===== config.mk =====
export PLATFORM = sky130hd
export DESIGN_NAME = rx_dma
export DESIGN_NICKNAME = d
export VERILOG_FILES = /design/src/rtl/rx_dma_pkg.sv /design/src/rtl/rx_ones_counter.sv /design/src/rtl/rx_dest_filter.sv /design/src/rtl/rx_dma.sv
export SDC_FILE = /design/constraint.sdc
export NUM_CORES = 1
export LEC_CHECK = 0
export BUFFER_PORTS_ARGS = -buffer_cell sky130_fd_sc_hd__buf_2
export CAP_MARGIN = 20
export CORE_ASPECT_RATIO = 0.8
export CORE_MARGIN = 2
export CORE_UTILIZATION = 45
export CTS_CLUSTER_DIAMETER = 80
export DETAILED_ROUTE_END_ITERATION = 10
export PLACE_DENSITY = 0.76
export SYNTH_ARGS = -nofsm -noshare
export SYNTH_HDL_FRONTEND = slang
export SYNTH_SLANG_ARGS = --single-unit
export TNS_END_PERCENT = 100

===== constraint.sdc =====
create_clock -name clk -period 2 [get_ports clk]
set_clock_uncertainty 0.15 [all_clocks]
set_input_delay 0.2 -clock clk [delete_from_list [all_inputs] [get_ports clk]]
set_output_delay 0.2 -clock clk [all_outputs]
set_load 0.02 [all_outputs]

===== src/rtl/rx_dma_pkg.sv =====
package rx_dma_pkg;

    typedef enum logic [1:0] {
        RX_WAIT = 2'd0,
        RX_TAKE = 2'd1,
        RX_SKIP = 2'd2
    } rx_state_e;

    typedef enum logic [1:0] {
        SEL_COUNT   = 2'd0,
        SEL_ADDR    = 2'd1,
        SEL_CTRL    = 2'd2,
        SEL_STATION = 2'd3
    } reg_sel_e;

    typedef struct packed {
        logic err;
        logic done;
        logic ie;
        logic prom;
        logic en;
    } ctrl_t;

    localparam int CTRL_ERR  = 15;
    localparam int CTRL_DONE = 7;
    localparam int CTRL_IE   = 6;
    localparam int CTRL_PROM = 1;
    localparam int CTRL_EN   = 0;

    function automatic logic [15:0] pack_ctrl(ctrl_t c);
        logic [15:0] r;
        r = '0;
        r[CTRL_ERR]  = c.err;
        r[CTRL_DONE] = c.done;
        r[CTRL_IE]   = c.ie;
        r[CTRL_PROM] = c.prom;
        r[CTRL_EN]   = c.en;
        return r;
    endfunction

endpackage


===== src/rtl/rx_ones_counter.sv =====
module rx_ones_counter #(
    parameter int W = 10
) (
    input  logic         clk,
    input  logic         rst,
    input  logic         load,
    input  logic [W-1:0] load_val,
    input  logic         inc,
    output logic [W-1:0] value,
    output logic         full
);
    localparam logic [W-1:0] ALL_ONES = '1;

    always_ff @(posedge clk) begin
        if (rst)       value <= '0;
        else if (load) value <= load_val;
        else if (inc)  value <= value + 1'b1;
    end

    assign full = (value == ALL_ONES);

    // the controller must never count a word once the count is exhausted
    assert_no_count_past_full_R9: assert property (@(posedge clk) disable iff (rst)
        (inc && !load) |-> !full);

endmodule


===== src/rtl/rx_dest_filter.sv =====
module rx_dest_filter #(
    parameter int AW = 8
) (
    input  logic [AW-1:0] station,
    input  logic [AW-1:0] dest,
    input  logic          prom,
    output logic          accept
);
    assign accept = prom || (dest == station);
endmodule


===== src/rtl/rx_dma.sv =====
module rx_dma
    import rx_dma_pkg::*;
#(
    parameter int WORD_W = 16,
    parameter int WC_W   = 10,
    parameter int STA_W  = 8
) (
    input  logic              clk,
    input  logic              rst,
    input  logic [1:0]        reg_sel,
    input  logic              reg_wr,
    input  logic [WORD_W-1:0] reg_wdata,
    output logic [WORD_W-1:0] reg_rdata,
    input  logic [STA_W-1:0]  station_sw,
    input  logic              rx_valid,
    input  logic [WORD_W-1:0] rx_data,
    input  logic              rx_last,
    input  logic              rx_crc_ok,
    output logic              mem_req,
    output logic [WORD_W-1:0] mem_addr,
    output logic [WORD_W-1:0] mem_data,
    input  logic              mem_ack,
    output logic              irq
);
    localparam int BA_W = WORD_W - 1;

    ctrl_t             ctrl_q;
    rx_state_e         st_q;
    logic [BA_W-1:0]   ba_q;
    logic              req_q;
    logic [WORD_W-1:0] data_q;
    logic [WC_W-1:0]   wc;
    logic              wc_full;
    logic              accept;

    reg_sel_e sel;
    assign sel = reg_sel_e'(reg_sel);

    logic wr_count, wr_addr, wr_ctrl;
    assign wr_count = reg_wr && (sel == SEL_COUNT);
    assign wr_addr  = reg_wr && (sel == SEL_ADDR);
    assign wr_ctrl  = reg_wr && (sel == SEL_CTRL);

    rx_dest_filter #(.AW(STA_W)) u_filter (
        .station (station_sw),
        .dest    (rx_data[WORD_W-1 -: STA_W]),
        .prom    (ctrl_q.prom),
        .accept  (accept)
    );

    // word classification for the current cycle
    logic hit, late, bad, fail, finish, count_inc, write_new;
    assign hit       = rx_valid && ctrl_q.en &&
                       ((st_q == RX_TAKE) || ((st_q == RX_WAIT) && accept));
    assign late      = req_q && !mem_ack;
    assign bad       = late || wc_full;
    assign fail      = bad || (rx_last && !rx_crc_ok);
    assign finish    = hit && (bad || rx_last);
    assign count_inc = hit && !bad;
    assign write_new = hit && !bad && !rx_last;

    rx_ones_counter #(.W(WC_W)) u_count (
        .clk      (clk),
        .rst      (rst),
        .load     (wr_count),
        .load_val (reg_wdata[WC_W-1:0]),
        .inc      (count_inc),
        .value    (wc),
        .full     (wc_full)
    );

    always_ff @(posedge clk) begin
        if (rst) begin
            ctrl_q <= '0;
            st_q   <= RX_WAIT;
            ba_q   <= '0;
            req_q  <= 1'b0;
            data_q <= '0;
        end else begin
            if (wr_addr)              ba_q <= reg_wdata[WORD_W-1:1];
            else if (req_q && mem_ack) ba_q <= ba_q + 1'b1;

            if (write_new) begin
                req_q  <= 1'b1;
                data_q <= rx_data;
            end else if (finish && bad) begin
                req_q  <= 1'b0;
            end else if (mem_ack) begin
                req_q  <= 1'b0;
            end

            if (wr_ctrl) begin
                ctrl_q.ie   <= reg_wdata[CTRL_IE];
                ctrl_q.prom <= reg_wdata[CTRL_PROM];
                ctrl_q.en   <= reg_wdata[CTRL_EN];
                ctrl_q.err  <= 1'b0;
                ctrl_q.done <= 1'b0;
            end else if (finish) begin
                ctrl_q.en   <= 1'b0;
                ctrl_q.done <= 1'b1;
                ctrl_q.err  <= fail;
            end

            if (!ctrl_q.en || wr_ctrl || finish) begin
                st_q <= RX_WAIT;
            end else if (rx_valid) begin
                unique case (st_q)
                    RX_WAIT: st_q <= rx_last ? RX_WAIT : (accept ? RX_TAKE : RX_SKIP);
                    RX_TAKE: st_q <= rx_last ? RX_WAIT : RX_TAKE;
                    RX_SKIP: st_q <= rx_last ? RX_WAIT : RX_SKIP;
                    default: st_q <= RX_WAIT;
                endcase
            end
        end
    end

    always_comb begin
        unique case (sel)
            SEL_COUNT:   reg_rdata = {{(WORD_W-WC_W){1'b0}}, wc};
            SEL_ADDR:    reg_rdata = {ba_q, 1'b0};
            SEL_CTRL:    reg_rdata = pack_ctrl(ctrl_q);
            SEL_STATION: reg_rdata = {{(WORD_W-STA_W){1'b0}}, station_sw};
            default:     reg_rdata = '0;
        endcase
    end

    assign mem_req  = req_q;
    assign mem_addr = {ba_q, 1'b0};
    assign mem_data = data_q;
    assign irq      = ctrl_q.done && ctrl_q.ie;

    // a waiting write keeps address and data until acknowledged
    assert_req_hold_R5: assert property (@(posedge clk) disable iff (rst)
        (mem_req && !mem_ack && !wr_addr) |=>
            ((mem_req && $stable(mem_addr) && $stable(mem_data)) || ctrl_q.err));

    // the check word never leaves a write pending
    assert_crc_not_written_R7: assert property (@(posedge clk) disable iff (rst)
        (hit && rx_last) |=> !mem_req);

    // a first word that fails the filter never starts a write
    assert_filter_drop_R3: assert property (@(posedge clk) disable iff (rst)
        (rx_valid && ctrl_q.en && (st_q == RX_WAIT) && !accept) |=> !$rose(mem_req));

    // a disabled channel never starts a write
    assert_ignore_disabled_R12: assert property (@(posedge clk) disable iff (rst)
        (rx_valid && !ctrl_q.en) |=> !$rose(mem_req));

    // done can only rise together with enable falling
    assert_done_clears_en_R11: assert property (@(posedge clk) disable iff (rst)
        $rose(ctrl_q.done) |-> !ctrl_q.en);

endmodule


# After elaboration in Yosys (flattened, before gate mapping)
# Cells that the tools add are included.
classes:
  addsub: 2
  n_mul: 0
  div_mod_pow: 0
  n_lt_le_gt_ge: 0
  eq_ne: 7
  shifts: 0
  mux: 15
  bitwise: 0
  reduce_logical: 34
op_table:
  columns: ["cell", "n"]
  rows:
  - ["$pmux 16 s4", 1]
  - ["$mux 15", 2]
  - ["$mux 10", 2]
  - ["$add 15x1->15 const B", 1]
  - ["$logic_and 1x1->1", 14]
  - ["$add 10x1->10 const B", 1]
  - ["$eq 10x10->1 const B", 1]
  - ["$eq 8x8->1", 1]
  - ["$logic_or 1x1->1", 7]
  - ["$eq 2x2->1 const B", 3]
  - ["$mux 1", 6]
  - ["$mux 2", 3]
  - ["$pmux 2 s3", 1]
  - ["$reduce_bool 2->1", 3]
  - ["$logic_not 1->1", 5]
  - ["$eq 2x1->1 const B", 2]
  - ["$logic_not 2->1", 2]
  - ["$reduce_or 2->1", 2]
  - ["$reduce_bool 3->1", 1]
word_totals:
  regBits: 49
  latch_bits: 0
  mem_bits_rw: 0
  romBits: 0
  inputBits: 49
  output_inout_bits: 50
  word_cells: 68
  n_memories: 0

# Longest topological paths before layout
# Gate-level depths: netlist of the first run.
logic_depth:
  word_depth: 9
  mapped_depth: 8
  depth_no_buf: 6

# Cells and area by module
# Synthesis of the first run repeated with hierarchy kept, for this count alone.
hier_totals:
  cells_unflattened: 318
  hier_area_um2: 2821.5
by_module_without_submodules:
  columns: ["module", "n_inst", "cells_each", "area_per_inst_um2", "seq_area_each_um2"]
  rows:
  - ["rx_dma", 1, 238, 2150.8, 780.7]
  - ["rx_ones_counter", 1, 69, 580.6, 200.2]
  - ["rx_dest_filter", 1, 11, 90.1, 0.0]

# Worst setup path before layout of the first run
# Ideal clock, no wire load.
synth_timing:
  path_kind: "reg-to-reg"
  startpoint: "register req_q, in the netlist mem_req"
  endpoint: "register u_count.value[9]"
  setup_time_ns: 0.091
  arrival_ns: 1.890
  required_ns: 1.759
  slack_ns: -0.131
  stages_incl_launch_ff: 6
  path_buffers: 0
  synth_period_minus_slack_ns: 2.131
  path_cell_list: "dfxtp_1 > nor2b_1 > or2_1 > or4b_1 > or3_1 > a311oi_1"
synth_between:
  elab_chain_len: 5
synth_lines:
  columns: ["item", "line_no", "source"]
  rows:
  - ["start, declared", "rx_dma.sv:30", "logic req_q;"]
  - ["start signal, assigned", "rx_dma.sv:77", "req_q <= 1'b0;"]
  - ["start signal, assigned", "rx_dma.sv:84", "req_q <= 1'b1;"]
  - ["start signal, assigned", "rx_dma.sv:87", "req_q <= 1'b0;"]
  - ["$logic_and 1x1->1", "rx_dma.sv:55", "assign late = req_q && !mem_ack;"]
  - ["$logic_or 1x1->1", "rx_dma.sv:56", "assign bad = late || wc_full;"]
  - ["$logic_not 1->1", "rx_dma.sv:59", "assign count_inc = hit && !bad;"]
  - ["$logic_and 1x1->1", "rx_dma.sv:59", null]
  - ["$reduce_bool 2->1 (no line)", null, null]
  - ["end signal, assigned", "rx_ones_counter.sv:16", "else if (load) value <= load_val;"]
  - ["end signal, assigned", "rx_ones_counter.sv:17", "else if (inc) value <= value + 1'b1;"]
  - ["end, declared", "rx_ones_counter.sv:9", "output logic [W-1:0] value,"]
# Every way passes these cells.
# A chain may end at the register's enable or synchronous reset.

# Worst setup path after layout of the first run
# Ends and elaborated chain as after synthesis.

==> impl_results.md, run 1 <==
- Core Footprint: 6010 sq um
- Number of synthesis warnings: 0
- Ys flop type: dfxtp_1
- Drt total wl: ~8500 microns
- Antenna viol nets, final: 0
- Die Wd: 93 microns
- Num CTS Buffers: 5
- Starting DRT DRC Count: 232
- Via-per-instance ratio: 5.47
- Post-layout util: around 65%
- Hold Vio Cnt, Final: 0
- Worst r2r src: mem_req
- Most common library cells after synthesis: dfxtp_1, nor2_1, nand2b_1
- Max VDD drop: 0.000250 V
- Die Y: 75.2 microns
- First-pass GRT wire length: 13200 microns
- Synth Area per Inst: roughly 8.5 sq um
- CTS sink count: between 40 and 50
- EDFF count, synth: 0
- Startpoint types: flop
- Layout area overhead: 37.3%
- Fin crit share: between 90 and 100%
- Clock latency on the worst-skew pair: 0.31 ns
- Initial antenna violation count: 0
- Routability cong.: 0.954
- Drt drc: 0
- Yosys top cell area share: 34.4%
- IO Count: 99
- Root Driver: clkbuf_8
- Setup TNS: 0 ns
- TritonCTS clock tree: done
- Worst EP arrival: 2.06 ns
- Final setup viols: 0
- Power per Cell Area: 517 nW/um^2
- Final nets: 521
- Worst EP required: around 2.1 ns
- Worst-Margin Slew: 0.545 ns
- Total track usage: roughly a quarter
- Min Tclk post-route: about 2.0 ns
- Final instance area: a little under 4000 sq um
- # placed instances: between 500 and 600
- Max clock buf depth: 2
- Count leader, synth: dfxtp_1
- Static leakage: 1.68 nW
- Worst setup EP type: flop
- Area contributors post-synth: dfxtp_1, mux2i_1, nand2b_1
- Die area: ~7000 sq um
- Status: finished, final reports clean
- Share of layout cells above drive strength 1: between 30% and 40%
- Hold Path Origin: rx_data[13]
- Initial Util: 47.5%
- Syn_nets: 386
- ANT cells: 0
- IO Port Bufs: 97
- Max_cap viols: 0
- Vias: 3017
- Yosys top cell by area: dfxtp_1
- Synthesized flop and latch total: 49
- Rows: 25
- Drt wl/cell: about 15 microns
- Final Power: 2.02 mW
- Fraction of registers with async set/reset: 0%
- Pre-Repair DR Iteration Count: 4
- Register area share after synthesis: 34.4%
- Worst min path class: in2reg
- Clk slew on worst S/H paths: 0.10 ns
- Final cell count without fillers: 552
- Max Freq: slightly above 500 MHz
- Cell Area, Placed: 3720 sq um
- Synth cell types: 44
- Crit path launch: mem_req
- Total setup buffers inserted after CTS: 0
- WS Path Type: reg2reg
- H-tree depth: 2
- Pin count of the biggest net entering global routing: 62
- Maximum fanout along the worst path: 2
- Relative slew slack: 63.7%
- Cells after Synth: roughly 340
- Congestion Overflow GR: 0
- Vias in the first global route: between 2000 and 3000
- Detailed Place HPWL: 6350 microns
- RSZ-0062 raised after global routing: true
- Post-Syn Area: 2850 sq um
- Slew Viols, Final: 0
## cells by family (layout without fill, tap and decap cells)
kind of cell | after synthesis | count (layout) | share of synthesized area (%)
muxes | 26 | 26 | 10.5
AOI/OAI and AO/OA | 59 | 59 | 14.8
xor gates and xnor gates | 22 | 22 | 6.76
buffers and inverters | 23 | 159 | 3.51
adders and majority gates | 2 | 2 | 0.877
other | 1 | 1 | 0.132
DFF | 49 | 49 | 34.4
and+or+nand+nor | 153 | 153 | 29.0
## final timing paths
path | to | slack [ns] | cells past startpoint
setup / recovery | u_count.value[9] | 0.02 | 5
hold / removal | mem_data[13] | 0.02 | 3
setup reg to reg | u_count.value[9] | 0.02 | 5
hold reg to reg | mem_data[10] | 0.33 | 2
## metal layers
metal | track usage [%] | vias to the layer above | share of wire, %
met1 | 33.1 | 1393 | 46
li1 | - | 1487 | -
met4 | 8.82 | 0 | 2.4
met3 | 4.90 | 20 | 7.7
met2 | 37.9 | 117 | 44
met5 | 0 | - | 0
## through the flow
stage / setup WS, ns / hold slack, ns
2_1_floorplan: -0.0169 / 0.197
3_3_place_gp: -0.143 / 0.306
3_5_place_dp: -0.224 / 0.319
4_1_cts: 0.0173 / 0.000658
5_1_grt: -0.0418 / 0.00720
6_report: 0.0180 / 0.0164
## timing repair
item,CTS,global route
pin swaps,1,2
hold buffers,6,1
setup endpoints to repair,1,25
endpoints found under the hold margin,6,1
gates resized for setup,1,10
## layout by cell type (no fill, tap or decap), types with 3 or more instances in the layout
cell type / Yosys / routed
nand2_1: 20 / 19
nor2_1: 33 / 32
a311oi_1: 9 / 7
xor2_1: 19 / 19
buf_2: 2 / 97
dlygate4sd3_1: 0 / 7
nand4_1: 10 / 10
or3_1: 4 / 3
mux2i_1: 22 / 22
nand2b_1: 31 / 31
a21oi_1: 8 / 8
mux4_2: 3 / 3
nor3_1: 8 / 7
xnor2_1: 3 / 3
nor4_2: 2 / 3
o21a_1: 3 / 3
and2_1: 7 / 7
a211oi_1: 16 / 16
and3_1: 3 / 3
clkbuf_8: 0 / 5
buf_4: 1 / 44
nand3_1: 18 / 17
o21ai_0: 9 / 9
o31ai_1: 6 / 6
dfxtp_1: 49 / 46
or4_1: 5 / 5
## sequential cells by signal (all words and copies together) (netlist names)
signal	cells
mem_data	16
ba_q	15
u_count.value	10
mem_req	1
ctrl_q	5
st_q	2
## worst max-delay path, stage by stage, from the launching register on
cell and delay, ns:
dfxtp_4 0.35, nor2b_4 0.13, or2_1 0.25, or4b_4 0.52, or3_1 0.32, a311oi_1 0.20
## where the power goes
group	leakage (nW)	switching (mW)	internal, mW	total (mW)
Combinational	1.23	0.210	0.179	0.389
Sequential	0.400	0.0322	1.00	1.03
Clock	0.0428	0.350	0.250	0.600
Total	1.68	0.593	1.43	2.02
## layout make-up
class,count,area [sq um]
Tap cell,81,101
Sequential cell,49,987
Fill cell,525,2090
Clock inverter,1,6.26
Inverter,2,7.51
Timing Repair Buffer,149,906
Clock buffer,7,76.3
Multi-Input combinational cell,263,1830
Note: power is estimated with default switching activity, not from simulation.
==> run 2, diff against run 1 <==
--- a/config.mk
+++ b/config.mk
@@ -5,15 +5,17 @@
 export SDC_FILE = /design/constraint.sdc
 export NUM_CORES = 1
 export LEC_CHECK = 0
+export ABC_AREA = 1
 export BUFFER_PORTS_ARGS = -buffer_cell sky130_fd_sc_hd__buf_2
 export CAP_MARGIN = 20
 export CORE_ASPECT_RATIO = 0.8
 export CORE_MARGIN = 2
-export CORE_UTILIZATION = 45
+export CORE_UTILIZATION = 46
 export CTS_CLUSTER_DIAMETER = 80
 export DETAILED_ROUTE_END_ITERATION = 10
-export PLACE_DENSITY = 0.76
+export PLACE_DENSITY = 0.77
 export SYNTH_ARGS = -nofsm -noshare
 export SYNTH_HDL_FRONTEND = slang
+export SYNTH_HIERARCHICAL = 1
 export SYNTH_SLANG_ARGS = --single-unit
 export TNS_END_PERCENT = 100
==> run 2 against run 1 <==
Worst setup slack better by 0.086 ns. Non-clock buffer count down 13. Cell count up 22%. Sequential cell count unchanged. Area after synthesis up 4.5%. Clock-buffer cell count unchanged. Sequential share of layout area down 0.38 points. Utilization down 2.4 points. Hold slack worse by 0.015 ns.
==> impl_results.md, run 2 <==
- Status: finished, final reports clean
- Via-per-instance ratio: 5.20
- Reg area: 983 sq um
- Static leakage: 2.01 nW
- Rows: 26
- Synth cell types: 35
- TritonCTS clock tree: done
- Yosys top cell area share: 32.9%
- Hold path depth: 3
- Drt total wl: 9600 microns
- Core Footprint: 6310 sq um
- Int Pwr: 1.39 mW
- Vias in the first global route: between 3000 and 4000
- Syn_nets: 509
- Total setup buffers inserted after CTS: 0
- Initial Util: a little under half
- Pin count of the biggest net entering global routing: 19
- Hold Vio Cnt, Final: 0
- Max Freq: ~530 MHz
- Clk slew on worst S/H paths: roughly 0.090 ns
- Final Power: just under 2 mW
- Cells after Synth: roughly 460
- Multi-input gate area: 1710 sq um
- Commonest non-fill, non-tap cells in the layout: nand2_1, buf_2, inv_1
- Area contributors post-synth: dfxtp_1, nand2_1, inv_1
- Slew Viols, Final: 0
- Root Driver: clkbuf_8
- CTS sink count: 49
- Pre-Repair DR Iteration Count: 5
- Die Y: 76.0 microns
- Initial antenna violation count: 0
- Sw Pwr: 0.565 mW
- Antenna viol nets, final: 0
- Flop pwr share: between 50% and 60%
- H-tree depth: 2
- IO Count: about 100
- Final nets: 642
- Share of layout cells above drive strength 1: 30.2%
- Die Wd: roughly 94 microns
- Starting DRT DRC Count: 218
- Worst EP arrival: 1.95 ns
- Power per Cell Area: 493 nW/um^2
- Drt drc: 0
- Synthesized flop and latch total: between 40 and 50
- WS Path Type: reg2reg
- Max FFs per register: 16
- Num CTS Buffers: 5
- Die area: 7140 sq um
- Fill count: 592
- Most common cell after layout, fill and taps aside: nand2_1
- # placed instances: 660
- Min Tclk post-route: 1.90 ns
- Count leader, synth: nand2_1
- First-pass GRT wire length: 15500 microns
- Clock latency on the worst-skew pair: 0.31 ns
- ANT cells: 0
- Total track usage: 27.0%
- Worst min path class: in2reg
- Max clock buf depth: 2
- Fin crit share: 94.8%
- Startpoint types: flop
- Routability cong.: 0.951
- Post-Syn Area: 2980 sq um
- Most common library cells after synthesis: nand2_1, inv_1, nor2_1
- Sw Ratio: 29.0%
- Yosys top cell by area: dfxtp_1
- Number of synthesis warnings: 6
- Max VDD drop: around 0.00034 V
- Synth Area per Inst: 6.50 sq um
- RSZ-0062 raised after global routing: false
- Detailed Place HPWL: about 7500 microns
- Final setup viols: 0
- Final cell count without fillers: 676
- EDFF count, synth: 0
- Drt wl/cell: about 14 microns
- IO Port Bufs: 97
- Clock share of power: a little under a third
- Layout area overhead: 32.9%
- Maximum fanout along the worst path: 16
- Congestion Overflow GR: 0
- Max_cap viols: 0
- Setup TNS: 0 ns
- Fraction of registers with async set/reset: 0%
- Pre-CTS setup slack: -0.169 ns
- Worst EP required: 2.05 ns
- Ys flop type: dfxtp_1
- PnR worst setup slack: about 0.10 ns
- Post-layout util: 62.7%
- Reg2Reg Depth: 12
- Register area share after synthesis: 32.9%
- Vias: 3516
- Comb power frac: about 18%
- Worst setup EP type: flop
run 2: cell types whose count changed after synthesis, sizes merged, moves of 9 or more:
cell,change
a311oi,-9
a21oi,+19
clkbuf,-13
nand2b,-31
nand3,+13
a211oi,-16
nor2,+35
mux2i,-22
inv,+67
o21ai,+27
nand2,+106
xor2,-14
run 2: area by class of cell:
| type | instances | area share [%] |
|---|---|---|
| clock buffers | 7 | 1.93 |
| flip-flops and latches | 49 | 24.8 |
| repair buffers | 136 | 20.4 |
| well taps | 84 | 2.65 |
| multi-input cells | 330 | 43.2 |
| inverters | 69 | 6.80 |
| clock inverters | 1 | 0.190 |
run 2: worst max-delay path, stage by stage (launching register included):
cell,delay (ns)
dfxtp_2,0.37
ha_4,0.14
nand2_2,0.07
nor2_4,0.11
nand4_1,0.12
nor2_2,0.16
a21oi_4,0.05
buf_4,0.16
nand2_4,0.08
nor2_8,0.06
buf_12,0.14
o21ai_0,0.14
nor2_1,0.05
run 2: logic make-up after synthesis:
logic type / after synthesis / share of synthesized area, %
flip-flops: 49 / 32.9
AND/OR/NAND/NOR: 232 / 35.4
XOR/XNOR: 10 / 2.94
AO/OA/AOI/OAI: 84 / 16.3
adder cells (fa/ha/maj): 2 / 0.840
other: 1 / 0.126
buffers and inverters: 80 / 11.5
run 2: power by group through the flow:
stage	clock network [mW]	logic [mW]	registers [mW]
2_1_floorplan	0	0.157	1.05
3_3_place_gp	0	0.324	1.04
3_5_place_dp	0	0.329	1.04
4_1_cts	0.596	0.342	1.02
5_1_grt	0.637	0.380	1.02
6_report	0.585	0.349	1.02
run 2: routing by layer:
layer	wire, microns	share of wire (%)	GRT usage, %	up-vias
met1	4160	43	37.5	1614
met2	4450	46	43.0	153
met4	181	1.9	7.97	0
li1	-	-	-	1729
met3	818	8.5	4.55	20
met5	0	0	0	-
run 2: path summary, 6_finish.rpt:
kind / from / end / slack, ns
min reg2reg: ctrl_q[4] / ctrl_q[4] / 0.31
max reg2reg: u_count/value[0] / mem_data[0] / 0.10
max: u_count/value[0] / mem_data[0] / 0.10
min: rx_data[2] / mem_data[2] / 0.001
run 2: repair_timing:
action / 4_1_cts / 5_1_grt
hold buffers: 7 / 0
hold endpoints to repair: 7 / 0
endpoints found under the setup margin: 23 / 30
gates cloned: 0 / 1
pin swaps: 2 / 6
gates resized for setup: 6 / 22
run 2: stage by stage:
stage	instance area (sq um)	hold WS, ns
after floorplan	2980	0.178
after global placement	3740	0.282
after detailed placement	3740	0.289
after CTS	3910	0.000152
after global routing	3960	0.0183
final	3960	0.00119
==> run 3, diff against run 2 <==
--- a/config.mk
+++ b/config.mk
@@ -13,6 +13,7 @@
 export CORE_UTILIZATION = 46
 export CTS_CLUSTER_DIAMETER = 80
 export DETAILED_ROUTE_END_ITERATION = 10
+export GPL_TIMING_DRIVEN = 0
 export PLACE_DENSITY = 0.77
 export SYNTH_ARGS = -nofsm -noshare
 export SYNTH_HDL_FRONTEND = slang
==> run 3 against run 2 <==
The flow now finishes with violations (setup timing). Critical path depth stayed put. Maximum frequency is 5.6% lower. Sequential cell count stayed put. First-iteration DRC count is 8.3% higher. Critical endpoint is now u_count/value[3]. Hold slack better by 0.0096 ns. Largest cell class unchanged.
==> impl_results.md, run 3 (same netlist as run 2, synthesis figures left out) <==
- Num CTS Buffers: 5
- Worst setup EP type: flop
- Initial Util: 47.2%
- Drt wl/cell: roughly 15 microns
- IO Port Bufs: 97
- Final nets: 631
- Max FFs per register: 16
- H-tree depth: 2
- Reg area: 988 sq um
- Congestion Overflow GR: 0
- Met1 Use GR: 34.3%
- Root Driver: clkbuf_8
- Status: finished, violations left
- Most common cell after layout, fill and taps aside: nand2_1
- Worst min path class: in2reg
- IO Count: 99
- Initial antenna violation count: 0
- First-pass GRT wire length: 15100 microns
- CTS sink count: between 40 and 50
- Max_cap viols: 0
- WS Path Type: reg2reg
- PnR worst setup slack: -0.00825 ns
- Detailed Place HPWL: 7090 microns
- Min Tclk post-route: 2.01 ns
- Pin count of the biggest net entering global routing: 15
- Rows: 26
- Max Freq: 498 MHz
- Drt drc: 0
- Failing checks: setup timing
- Fin Hold WS: 0.0108 ns
- TritonCTS clock tree: done
- Worst EP arrival: 2.10 ns
- Worst-Margin Slew: approximately 0.56 ns
- Maximum fanout along the worst path: 4
- Met3 usage: under 10%
- Max clock buf depth: 2
- Final setup viols: 4
- Vias in the first global route: 3184
- Via-per-instance ratio: around 5.2
- Pre-Repair DR Iteration Count: 7
- Relative slew slack: 62.8%
- Routability cong.: 0.931
- Hold Vio Cnt, Final: 0
- Commonest non-fill, non-tap cells in the layout: nand2_1, buf_2, inv_1
- Max VDD drop: roughly 0.0003 V
- Post-layout util: 62.5%
- Clk slew on worst S/H paths: around 0.090 ns
- Die Y: 76.0 microns
- Worst EP required: 2.09 ns
- Die Wd: 94.0 microns
- Met2 Usage GRT: 46.0%
- Slew Viols, Final: 0
- Starting DRT DRC Count: between 200 and 250
- Layout area overhead: 32.5%
- Vias: 3484
- Final instance area: between 3000 and 4000 sq um
- Static leakage: 1.98 nW
- Startpoint types: flop
- Clock latency on the worst-skew pair: around 0.31 ns
- ANT cells: 0
- Drt total wl: 9840 microns
- Die area: 7140 sq um
- Gr busiest metal: met2
- Power per Cell Area: 533 nW/um^2
- Core Footprint: 6310 sq um
- Fill count: 579
- Total track usage: 26.6%
- Cell Area, Placed: 3570 sq um
- Share of layout cells above drive strength 1: between 20% and 30%
- Fin crit share: 100%
- Antenna viol nets, final: 0
- Multi-input gate area: 1750 sq um
- RSZ-0062 raised after global routing: true
## run 3: cell types whose count changed in the layout (fill, tap and decap cells not counted), sizes merged
cell,previous run,this run
buf,129,112
dlygate4sd3,7,9
bufinv,0,1
clkinvlp,1,0
clkbuf,7,11
## run 3: timing repair
item | CTS | global route
endpoints found under the setup margin | 21 | 22
setup buffers | 3 | 5
gates cloned | 1 | 0
hold endpoints to repair | 8 | 1
pin swaps | 7 | 12
resized for setup | 9 | 23
hold buffers | 8 | 1
## run 3: cell type report
class / count / share of cell area [%]
multi-input cells: 330 / 44.2
plain buffers: 11 / 2.19
repair buffers: 114 / 16.1
flip-flops and latches: 49 / 25.0
inverters: 69 / 6.81
clock buffers: 7 / 2.19
clock inverters: 1 / 0.761
well taps: 84 / 2.66
## run 3: worst paths after layout
kind / slack (ns) / cells after the start / to / from
min: 0.01 / 3 / mem_data[13] / rx_data[13]
max: -0.008 / 12 / u_count/value[3] / u_count/value[1]
max reg2reg: -0.008 / 12 / u_count/value[3] / u_count/value[1]
min reg2reg: 0.31 / 2 / ctrl_q[4] / ctrl_q[4]
## run 3: per-stage QoR
stage | std cells | power, mW | worst slack (ns) | TNS, ns
3_3_place_gp | 639 | 1.33 | -0.262 | -2.75
2_1_floorplan | 458 | 1.21 | 0.121 | 0
3_5_place_dp | 639 | 1.34 | -0.291 | -3.09
6_report | 665 | 2.11 | -0.00825 | -0.0208
4_1_cts | 659 | 2.10 | -0.0130 | -0.0130
5_1_grt | 665 | 2.19 | -0.0905 | -0.573
## run 3: where the power goes
part           switching [mW]  internal (mW)  leakage [nW]
registers              0.0286          0.994         0.398
clock network           0.347          0.408        0.0585
logic                   0.200          0.128          1.53
## run 3: layer usage
metal	share of wire [%]	up-vias
li1	-	1711
met1	41	1612
met4	1.1	0
met5	0	-
met2	51	149
met3	7.1	12
## run 3: worst max-delay path, cell delays in order (launching register included)
cell and delay, ns:
dfxtp_4 0.37, ha_4 0.17, nand2_4 0.08, nor2_4 0.04, nand4_1 0.11, nor2_2 0.08, a21oi_4 0.16, inv_2 0.07
nor2_4 0.25, nand2_4 0.12, a21oi_2 0.13, o21ai_1 0.08, a21oi_1 0.13
